File: config.mk
export PLATFORM = sky130hd
export DESIGN_NAME = alu_ccgen
export DESIGN_NICKNAME = d
export VERILOG_FILES = /design/src/rtl/alu_ccgen_pkg.sv /design/src/rtl/alu_lane.sv /design/src/rtl/alu_select.sv /design/src/rtl/alu_ccgen.sv
export SDC_FILE = /design/constraint.sdc
export NUM_CORES = 1
export LEC_CHECK = 0
export BUFFER_PORTS_ARGS = -buffer_cell sky130_fd_sc_hd__buf_2
export CAP_MARGIN = 20
export CORE_ASPECT_RATIO = 1.1
export CORE_MARGIN = 2
export CORE_UTILIZATION = 43
export CTS_CLUSTER_SIZE = 25
export DETAILED_ROUTE_END_ITERATION = 8
export PLACE_DENSITY = 0.62
export SLEW_MARGIN = 10
export SYNTH_ARGS = -nofsm -noshare
export SYNTH_HDL_FRONTEND = slang
export SYNTH_SLANG_ARGS = --single-unit
File: constraint.sdc
create_clock -name clk -period 5 [get_ports clk]
set_clock_uncertainty 0.15 [all_clocks]
set_input_delay 0.75 -clock clk [delete_from_list [all_inputs] [get_ports clk]]
set_output_delay 0.75 -clock clk [all_outputs]
set_load 0.005 [all_outputs]
File: src/rtl/alu_ccgen_pkg.sv
`timescale 1ns/1ps
package alu_ccgen_pkg;
  typedef enum logic [3:0] {
    OP_ADD = 4'd0,
    OP_SUB = 4'd1,
    OP_NEG = 4'd2,
    OP_CMP = 4'd3,
    OP_INC = 4'd4,
    OP_DEC = 4'd5,
    OP_AND = 4'd6,
    OP_OR  = 4'd7,
    OP_XOR = 4'd8,
    OP_NOT = 4'd9
  } alu_op_e;

  typedef struct packed {
    logic n;
    logic z;
    logic v;
    logic c;
  } nzvc_t;

  localparam int NUM_LANES = 3;
endpackage

File: src/rtl/alu_lane.sv
`timescale 1ns/1ps
module alu_lane
  import alu_ccgen_pkg::*;
#(
  parameter int W = 8
) (
  input  logic [3:0]   op,
  input  logic [W-1:0] a,
  input  logic [W-1:0] b,
  input  logic         c_in,
  output logic [W-1:0] res,
  output nzvc_t        fl
);
  localparam logic [W-1:0] MOST_NEG = {1'b1, {(W-1){1'b0}}};
  localparam logic [W-1:0] MOST_POS = ~MOST_NEG;
  localparam logic [W-1:0] ONE      = {{(W-1){1'b0}}, 1'b1};

  logic [W:0] sum_x, dif_x, neg_x;
  logic       v_r, c_r;

  always_comb begin
    sum_x = {1'b0, a} + {1'b0, b};
    dif_x = {1'b0, a} - {1'b0, b};
    neg_x = {(W+1){1'b0}} - {1'b0, a};
    res   = '0;
    v_r   = 1'b0;
    c_r   = c_in;
    case (alu_op_e'(op))
      OP_ADD: begin
        res = sum_x[W-1:0];
        c_r = sum_x[W];
        v_r = (a[W-1] == b[W-1]) && (res[W-1] != a[W-1]);
      end
      OP_SUB, OP_CMP: begin
        res = dif_x[W-1:0];
        c_r = dif_x[W];
        v_r = (a[W-1] != b[W-1]) && (res[W-1] != a[W-1]);
      end
      OP_NEG: begin
        res = neg_x[W-1:0];
        c_r = neg_x[W];
        v_r = (a == MOST_NEG);
      end
      OP_INC: begin
        res = a + ONE;
        v_r = (a == MOST_POS);
      end
      OP_DEC: begin
        res = a - ONE;
        v_r = (a == MOST_NEG);
      end
      OP_AND: res = a & b;
      OP_OR:  res = a | b;
      OP_XOR: res = a ^ b;
      OP_NOT: res = ~a;
      default: res = '0;
    endcase
    fl.n = res[W-1];
    fl.z = (res == '0);
    fl.v = v_r;
    fl.c = c_r;
  end
endmodule

File: src/rtl/alu_select.sv
`timescale 1ns/1ps
module alu_select
  import alu_ccgen_pkg::*;
#(
  parameter int DATA_W = 32
) (
  input  logic [3:0]                          op,
  input  logic [1:0]                          size,
  input  logic [7:0]                          ccr_in,
  input  logic [NUM_LANES-1:0][DATA_W-1:0]    lane_res,
  input  logic [NUM_LANES-1:0][3:0]           lane_fl,
  output logic [DATA_W-1:0]                   nxt_res,
  output logic                                nxt_wr,
  output logic [7:0]                          nxt_ccr
);
  localparam logic [3:0] LAST_OP = 4'(OP_NOT);

  logic [1:0] idx;
  logic       legal;

  always_comb begin
    idx   = (size == 2'd3) ? 2'd2 : size;
    legal = (op <= LAST_OP);
    if (legal) begin
      nxt_res = lane_res[idx];
      nxt_ccr = {ccr_in[7:4], lane_fl[idx]};
      nxt_wr  = (op != 4'(OP_CMP));
    end else begin
      nxt_res = '0;
      nxt_ccr = ccr_in;
      nxt_wr  = 1'b0;
    end
  end
endmodule

File: src/rtl/alu_ccgen.sv
`timescale 1ns/1ps
module alu_ccgen
  import alu_ccgen_pkg::*;
#(
  parameter int DATA_W = 32
) (
  input  logic              clk,
  input  logic              rst,
  input  logic              in_valid,
  input  logic [3:0]        op,
  input  logic [1:0]        size,
  input  logic [DATA_W-1:0] opa,
  input  logic [DATA_W-1:0] opb,
  input  logic [7:0]        ccr_in,
  output logic              out_valid,
  output logic              wr_en,
  output logic [DATA_W-1:0] result,
  output logic [7:0]        ccr_out
);
  logic [NUM_LANES-1:0][DATA_W-1:0] lane_res;
  logic [NUM_LANES-1:0][3:0]        lane_fl;
  logic [DATA_W-1:0]                nxt_res;
  logic                             nxt_wr;
  logic [7:0]                       nxt_ccr;

  for (genvar g = 0; g < NUM_LANES; g++) begin : g_lane
    localparam int LW = DATA_W >> (NUM_LANES - 1 - g);
    logic [LW-1:0] r;
    nzvc_t         f;
    alu_lane #(.W(LW)) u_lane (
      .op  (op),
      .a   (opa[LW-1:0]),
      .b   (opb[LW-1:0]),
      .c_in(ccr_in[0]),
      .res (r),
      .fl  (f)
    );
    assign lane_res[g] = DATA_W'(r);
    assign lane_fl[g]  = f;
  end

  alu_select #(.DATA_W(DATA_W)) u_sel (
    .op      (op),
    .size    (size),
    .ccr_in  (ccr_in),
    .lane_res(lane_res),
    .lane_fl (lane_fl),
    .nxt_res (nxt_res),
    .nxt_wr  (nxt_wr),
    .nxt_ccr (nxt_ccr)
  );

  always_ff @(posedge clk) begin
    if (rst) begin
      out_valid <= 1'b0;
      wr_en     <= 1'b0;
      result    <= '0;
      ccr_out   <= '0;
    end else begin
      out_valid <= in_valid;
      if (in_valid) begin
        wr_en   <= nxt_wr;
        result  <= nxt_res;
        ccr_out <= nxt_ccr;
      end else begin
        wr_en   <= 1'b0;
      end
    end
  end
endmodule

==> results.md, run 1 <==
- The flow ran to the end, and the final reports show no timing, DRC or antenna violations.
- The number of detailed-route iterations in the first pass is 6.
- For this design the ratio of total power to cell area is 153.0 mW/mm².
- The final standard cell utilization of the core is between 50 and 60%.
- The clock latency at the later pin of the worst-skew pair is ~0.28 ns.
- The synthesized netlist cell count is between 1.5k and 2k.
- The clock net in this run drives a total of 42 sinks.
- The antenna cell count is 0.
- The most common cell after layout, fill and taps aside is nor2_1.
- The die covers ~0.026 mm².
- The die boundary height is 170.5 µm.
- The first-pass GRT wire length is 82.23 mm.
- Pin placement for this block handled approximately 120 I/O pins.
- In the final timing run, aggregate negative setup slack is 0 ns.
- The number of different library cells used by synthesis comes to 93.
- The part of the Yosys area used for sequential elements is ~7.8%.
- In this run the most critical hold path is launched from result[3]$_SDFFE_PP0P_.
- Among cell families on the critical path, the largest total delay comes from simple AND/OR/NAND/NOR gates.
- The number of hold buffers added after cts is 0.
- met2 is the most crowded layer.
- After layout, the worst path uses between 90% and 100% of the clock period.
- The maximum vdd ir drop is 0.0001497 V.
- The tightest hold path in the finished design has a slack of ~0.3 ns.
- The worst hold path stage count is 2.
- The cell count after placement is 2086.
- The clock root buffer is clkbuf_16.
- In this run, CTS created clock tree buffers numbering 5.
- Global routing consumed, on the met2 layer, about two thirds of the routing resources.
- The last weighted congestion value of the routability-driven placer is roughly 1.1.
- Relative to the synthesized area, the layout overhead comes to 16.70%.
- The beginning of the critical path is opa[8].
- STA classifies the critical path startpoint as a primary input.
- The category of the critical setup timing path is primary input to flop.
- STA puts the critical path data required time at ~5 ns.
- The largest net degree at the start of global routing is 46.
- Setup violations remaining at the end of the flow were counted as 0.
- The data arrival time of the critical path is approximately 5.0 ns.
- For this configuration, the core starts out at a cell density of 43.98%.
- The worst register-to-register path has a depth of 2.
- The via count of the first global-routing pass was about 14k.
- The final hold violation count is 0.
- Across every metal layer, demand over resource in global routing totals 40.59%.
- Global routing consumed, on the met1 layer, between 40% and 50% of the routing resources.
- In this run the cell area of the synthesized design comes to 0.01083 mm².
- The max-slew violation total from the final report is 0.
- The number of enable-type register cells in the synthesized netlist is 0.
- The iteration-0 DRC count of the detailed router is approximately 1.4k.
- The number of input and output port buffers inserted is roughly 120.
- The clock passes through at most 2 buffers.
- The number of nets in the layout is between 1.5k and 2k.
- The clock-pin slew on the worst setup and hold paths is around 0.060 ns.
- The post-route netlist has around 18% of its cells at a drive strength greater than 1.
- The total DRC errors in the routed layout is 0.
- In the global route stage, met3 resource usage came out at ~5.4%.
- STA classifies the critical path endpoint as a flop.
- The total via count after detailed routing is approximately 14k.
- The count of nets left with antenna violations once routing finished came out at 0.
- The relative slew slack is 27.55%.
- The shortest clock period the worst path allows after layout is between 4 and 5 ns.
- In this run the worst path has a maximum fanout of 12.
- The count of buffers added by post-CTS timing repair for setup is 0.
- The reported leakage power is around 5.5 nW.
- The post-synthesis register bit count is 42.
- The commonest register cell after synthesis is dfxtp_1.
- The finished layout holds 2094 standard cells, fillers aside.
- In this run the number of cells on the critical path is 14.
- The type of the worst min-delay path is flop to flop.
- The library cells used most frequently in the layout, excluding fill and tap cells, are 145 x nor2_1, 140 x buf_4, 139 x a21oi_1.
- The longest individual stage delay on the worst path is about 0.64 ns.
- Traced cell by cell, the critical path runs through buf_2, inv_1, ha_1, nand4_1, or4b_1, a31oi_1, o2111ai_1, o2111ai_1, o211ai_1, or4_1, nor3_1, and4_1, nand4_1, o21ai_1.
- The detailed placer's ending HPWL is between 40 and 50 mm.
- In the routed layout, each cell is associated on average with a via count of slightly below 7.
- The floorplan has 60 rows.
- After floorplanning, the core was sized to cover about 0.025 mm².
- The wire length per cell after detailed routing is about 26 µm.
- The H-tree depth reported by CTS is 2.
- The number of buffer and inverter stages on the critical path is 2.
- The power consumption is ~1.9 mW.
- The share of synthesized flip-flops with an asynchronous set or reset is 0%.
- In this run the critical register-to-register path is launched from ccr_out[1]$_SDFFE_PP0P_.
- The post-cts repair resize count is 0.
- Among all stages on the critical path, the largest delay is contributed by or4b_1.
- The max-cap violation count is 0.
- The transition at the pin with the smallest max-transition slack is roughly 1.1 ns.
- The overall overflow remaining after global route is 0.
- TritonCTS built the clock tree.
- Timing would allow up to approximately 0.21 GHz.
- The die is 155.3 µm wide.
- After detailed routing, the total wire length is around 55 mm.
- Averaged over all synthesized cells, the footprint is 6.636 µm².
- The net count after synthesis is around 1.8k.
- The number of synthesis warnings is 0.
- The number of antenna violations at the first check in global routing is 0.
- Setup repair after global routing left no endpoint under its margin.
per-layer routing:
| metal | wire (µm) | vias up |
|---|---|---|
| li1 | - | 6413 |
| met1 | 20230 | 6696 |
| met5 | 0 | - |
| met3 | 4747 | 269 |
| met2 | 25340 | 901 |
| met4 | 5071 | 0 |
synthesized netlist by cell type, types with 18 or more instances:
| master | n | area [µm²] |
|---|---|---|
| nor2_1 | 146 | 548.0 |
| a21oi_1 | 139 | 695.7 |
| nand2_1 | 126 | 473.0 |
| inv_1 | 120 | 450.4 |
| o21ai_0 | 115 | 575.6 |
| ha_1 | 105 | 1314 |
| clkbuf_1 | 99 | 371.6 |
| nor3_1 | 59 | 295.3 |
| xnor2_1 | 47 | 411.6 |
| nand3_1 | 44 | 220.2 |
| dfxtp_1 | 42 | 840.8 |
| nor4_1 | 39 | 244.0 |
| mux2i_1 | 38 | 380.4 |
| nand4_1 | 32 | 200.2 |
| a31oi_1 | 28 | 175.2 |
| o31ai_1 | 26 | 195.2 |
| a211oi_1 | 21 | 157.7 |
| a21o_1 | 20 | 150.1 |
| o211ai_1 | 18 | 135.1 |
stage by stage:
step / worst slack [ns] / instance area, µm²
floorplan: 0.2058 / 10830
global placement: -0.08329 / 12480
detailed placement: -0.07884 / 12500
CTS: 0.2048 / 12640
global route: 0.009356 / 12640
finish: 0.1266 / 12640
cell type report:
cell class / instances / area (µm²)
fillers: 2581 / 11980
multi-input cells: 1347 / 9077
repair buffers: 266 / 1737
flip-flops and latches: 42 / 840.8
inverters: 121 / 454.2
well taps: 310 / 387.9
clock buffers: 6 / 128.9
clock inverters: 2 / 13.76
sequential cells by signal (all words and copies together), names as in the netlist:
name,flops
wr_en,1
result,32
out_valid,1
ccr_out,8
power breakdown:
part	internal, mW	total [mW]	switching [mW]
clock	0.185	0.316	0.131
combinational	0.454	1.26	0.804
sequential	0.352	0.360	0.00824
total	0.991	1.93	0.944
path summary, 6_finish.rpt:
check,end,slack (ns)
worst max-delay path,ccr_out[2]$_SDFFE_PP0P_,0.13
worst min-delay path,result[3]$_SDFFE_PP0P_,0.30
worst max register to register,ccr_out[1]$_SDFFE_PP0P_,4.04
worst min register to register,result[3]$_SDFFE_PP0P_,0.30
worst min-delay path, cell delays in order (launching register included):
cell and delay (ns):
dfxtp_1 0.32, nand2_1 0.04, o21ai_0 0.05
logic make-up after synthesis:
family,Yosys count,synth area share [%]
buffers and inverters,243,8.665
AO/OA/AOI/OAI,570,35.66
XOR/XNOR,50,4.043
flip-flops,42,7.763
AND/OR/NAND/NOR,574,26.99
adder cells (fa/ha/maj),107,12.50
multiplexers,46,4.378
(Power assumes the default switching activity.)
==> run 2, diff against run 1 <==
REMOVE_ABC_BUFFERS = 1   (was unset)
==> run 2 against run 1 <==
Total power grew 3.6%. Combinational power is essentially flat. Die area did not move. Sequential share of layout area hardly changed.
==> results.md, run 2 (synthesized netlist as in run 1, its figures left out) <==
- The post-cts repair resize count came to 0 (unchanged).
- The core footprint is 0.02462 mm² (unchanged).
- In the layout the commonest cells are 148 x buf_4, 145 x nor2_1, 138 x a21oi_1.
- The H-tree depth reported by CTS is 2 (unchanged).
- The relative slew slack is 24.95% (-2.6 points).
- The largest net degree at the start of global routing is 42 (-8.7%).
- The detailed placer's ending HPWL was 43.58 mm (-2.9%).
- The maximum vdd ir drop is 0.0001232 V (-18%).
- The count of final setup violators came to 0 (unchanged).
- The maximum buffer depth of the clock tree was 2 (unchanged).
- The post-layout instance count excluding filler cells is 2099 (+0.24%).
- The wire length the detailed router placed on met1 is 20.63 mm (+2.0%).
- The number of top-level pins came to 123 (unchanged).
- The post-route fraction of the period consumed by the critical path is 92.36% (-5.1 points).
- The max-cap violation count came to 0 (unchanged).
- The number of antenna violations at the first check in global routing is 0 (unchanged).
- TritonCTS built the clock tree.
- The total clock buffers created by CTS was 5 (unchanged).
- The number of input and output port buffers inserted is 122 (unchanged).
- The worst setup path is captured at a flop.
- The largest registers in the layout are result x32, ccr_out x8.
- The cell count after placement came to 2092 (+0.29%).
- The achievable clock frequency came to 0.2165 GHz (+5.5%).
- The floorplan row count was 60 (unchanged).
- The global router's overall resource usage came to 40.47% (-0.13 points).
- The number of detailed-route iterations in the first pass is 6 (unchanged).
- The overall overflow remaining after global route is 0 (unchanged).
- The highest layer touched by signal routing is met4.
- The wire length per cell after detailed routing is 26.33 µm (-0.44%).
- The wire length on met3 is 4.712 mm (-0.74%).
- The worst hold path stage count is 2 (unchanged).
- The setup total negative slack is 0 ns (unchanged).
- The startpoint type of the worst setup path is a primary input.
- The clock latency at the later pin of the worst-skew pair is 0.28 ns (about the same).
- The worst setup slack after placement was 0.1390 ns (+0.2178 ns).
- The power density over the cells was 157.8 mW/mm² (+3.1%).
- The met2 routed wirelength is 25.01 mm (-1.3%).
- The die boundary height is 170.5 µm (unchanged).
- The number of hold buffers added after cts is 0 (unchanged).
- The largest register by flop count is result.
- The tree is rooted in a clkbuf_16.
- The launching point of the worst reg2reg path is ccr_out[1]$_SDFFE_PP0P_.
- The last weighted congestion value of the routability-driven placer is 1.084 (+2.7%).
- The final hold violation count is 0 (unchanged).
- The cell depth of the worst flop-to-flop path is 2 (unchanged).
- The total of fill cells in the finished design came to 2574 (-0.27%).
- The number of flip-flops in the largest register was 32 (unchanged).
- The data required time at the worst endpoint is 5.07 ns (about the same).
- The total via count after detailed routing was 14.24k (-0.29%).
- Compared with the post-synthesis result, the final layout area differs by 17.29%.
- The most common cell after layout, fill and taps aside is buf_4.
- The worst hold endpoint is result[16]$_SDFFE_PP0P_.
- The type of the worst min-delay path is flop to flop.
- The flow ran to the end, and the final reports show no timing, DRC or antenna violations.
- The data arrival time of the critical path came to 4.69 ns (-0.26 ns).
- The transition at the pin with the smallest max-transition slack is 1.115 ns (+0.03447 ns).
- The number of clock sinks was 42 (unchanged).
- The share of post-route cells with drive strength above 1 is 18.22% (+0.34 points).
- The area taken by flip-flops and latches is 840.8 µm² (unchanged).
- The width of the chip is 155.3 µm (unchanged).
- The sum of routed wire length over all layers is 55.27 mm (-0.21%).
- The destination of the worst register-to-register timing path is ccr_out[1]$_SDFFE_PP0P_.
- The number of nets with antenna violations after detailed routing is 0 (unchanged).
- The first-pass GRT wire length is 82.12 mm (-0.14%).
- The shortest clock period the worst path allows after layout is 4.618 ns (-0.2556 ns).
- The max-slew violation total from the final report came to 0 (unchanged).
- The number of nets in the layout is 1977 (+0.30%).
- The highest fanout seen on the critical path is 4 (-8).
- The worst setup path is of the primary input to flop kind.
- Setup repair after global routing left no endpoint under its margin.
- The area of the multi-input gates was 0.009090 mm² (+0.14%).
- The setup slack of the most critical reg-to-reg path is 3.99 ns (-0.05 ns).
- The iteration-0 DRC count of the detailed router is 1776 (+29%).
- The area enclosed by the die boundary came to 0.02647 mm² (unchanged).
- The reported leakage power came to 5.502 nW (+0.69%).
- The via count of the first global-routing pass is 13.51k (-0.25%).
- The count of buffers added by post-CTS timing repair for setup is 0 (unchanged).
- The power consumption came to 2.004 mW (+3.6%).
- The clock-pin slew on the worst setup and hold paths is 0.06 ns (about the same).
- The antenna cell count is 0 (unchanged).
- The starting utilization of the core area is 43.98% (unchanged).
- The start point of the worst hold path is result[16]$_SDFFE_PP0P_.
- The average vias per placed instance is 6.783 (-0.53%).
- The total DRC errors in the routed layout came to 0 (unchanged).
- The setup slack after layout came to 0.3821 ns (+0.2556 ns).
run 2: routing by layer:
| metal | up-vias | GRT usage [%] |
|---|---|---|
| met5 | - | 0 |
| met4 | 0 | 29.64 |
| met3 | 253 | 4.991 |
| met2 | 923 | 66.45 |
| met1 | 6624 | 48.57 |
| li1 | 6437 | - |
run 2: worst max path at each step:
stage	from	endpoint	slack (ns)	cells past startpoint
2_1_floorplan	op[1]	ccr_out[2]$_SDFFE_PP0P_	0.10	14
3_3_place_gp	opb[1]	ccr_out[2]$_SDFFE_PP0P_	0.16	15
3_5_place_dp	opb[1]	ccr_out[2]$_SDFFE_PP0P_	0.14	15
4_1_cts	opb[1]	ccr_out[2]$_SDFFE_PP0P_	0.42	15
5_1_grt	opb[1]	ccr_out[2]$_SDFFE_PP0P_	0.22	16
6_report	opb[1]	ccr_out[2]$_SDFFE_PP0P_	0.38	15
run 2: worst max-delay path: stages:
cell and delay, ns:
buf_2 0.11, inv_1 0.16, ha_1 0.29, or2_2 0.33, a211o_1 0.40, buf_4 0.22
a211oi_1 0.30, o41a_1 0.19, xnor2_1 0.15, o211ai_1 0.28, nor3b_1 0.52, nand4_1 0.21
a2111oi_0 0.50, o21ai_0 0.16, o21ai_1 0.09
run 2: per-stage QoR:
step	utilization, %	area, µm²	hold slack, ns
floorplan	-	10350	0.2926
global placement	50.89	12530	0.2825
detailed placement	50.89	12530	0.2887
CTS	51.58	12700	0.3019
global route	51.59	12700	0.3182
finish	51.59	12700	0.2986
run 2: power by group:
group	internal (mW)	total (mW)	switching (mW)	leakage [nW]
combinational	0.453	1.26	0.812	5.08
clock	0.246	0.379	0.132	0.0829
sequential	0.352	0.361	0.00929	0.343
run 2: area by class of cell:
| type | instances | area share, % |
|---|---|---|
| well taps | 310 | 3.053 |
| multi-input cells | 1347 | 71.56 |
| clock inverters | 1 | 0.2364 |
| repair buffers | 272 | 13.87 |
| flip-flops and latches | 42 | 6.619 |
| clock buffers | 6 | 1.093 |
| inverters | 121 | 3.575 |
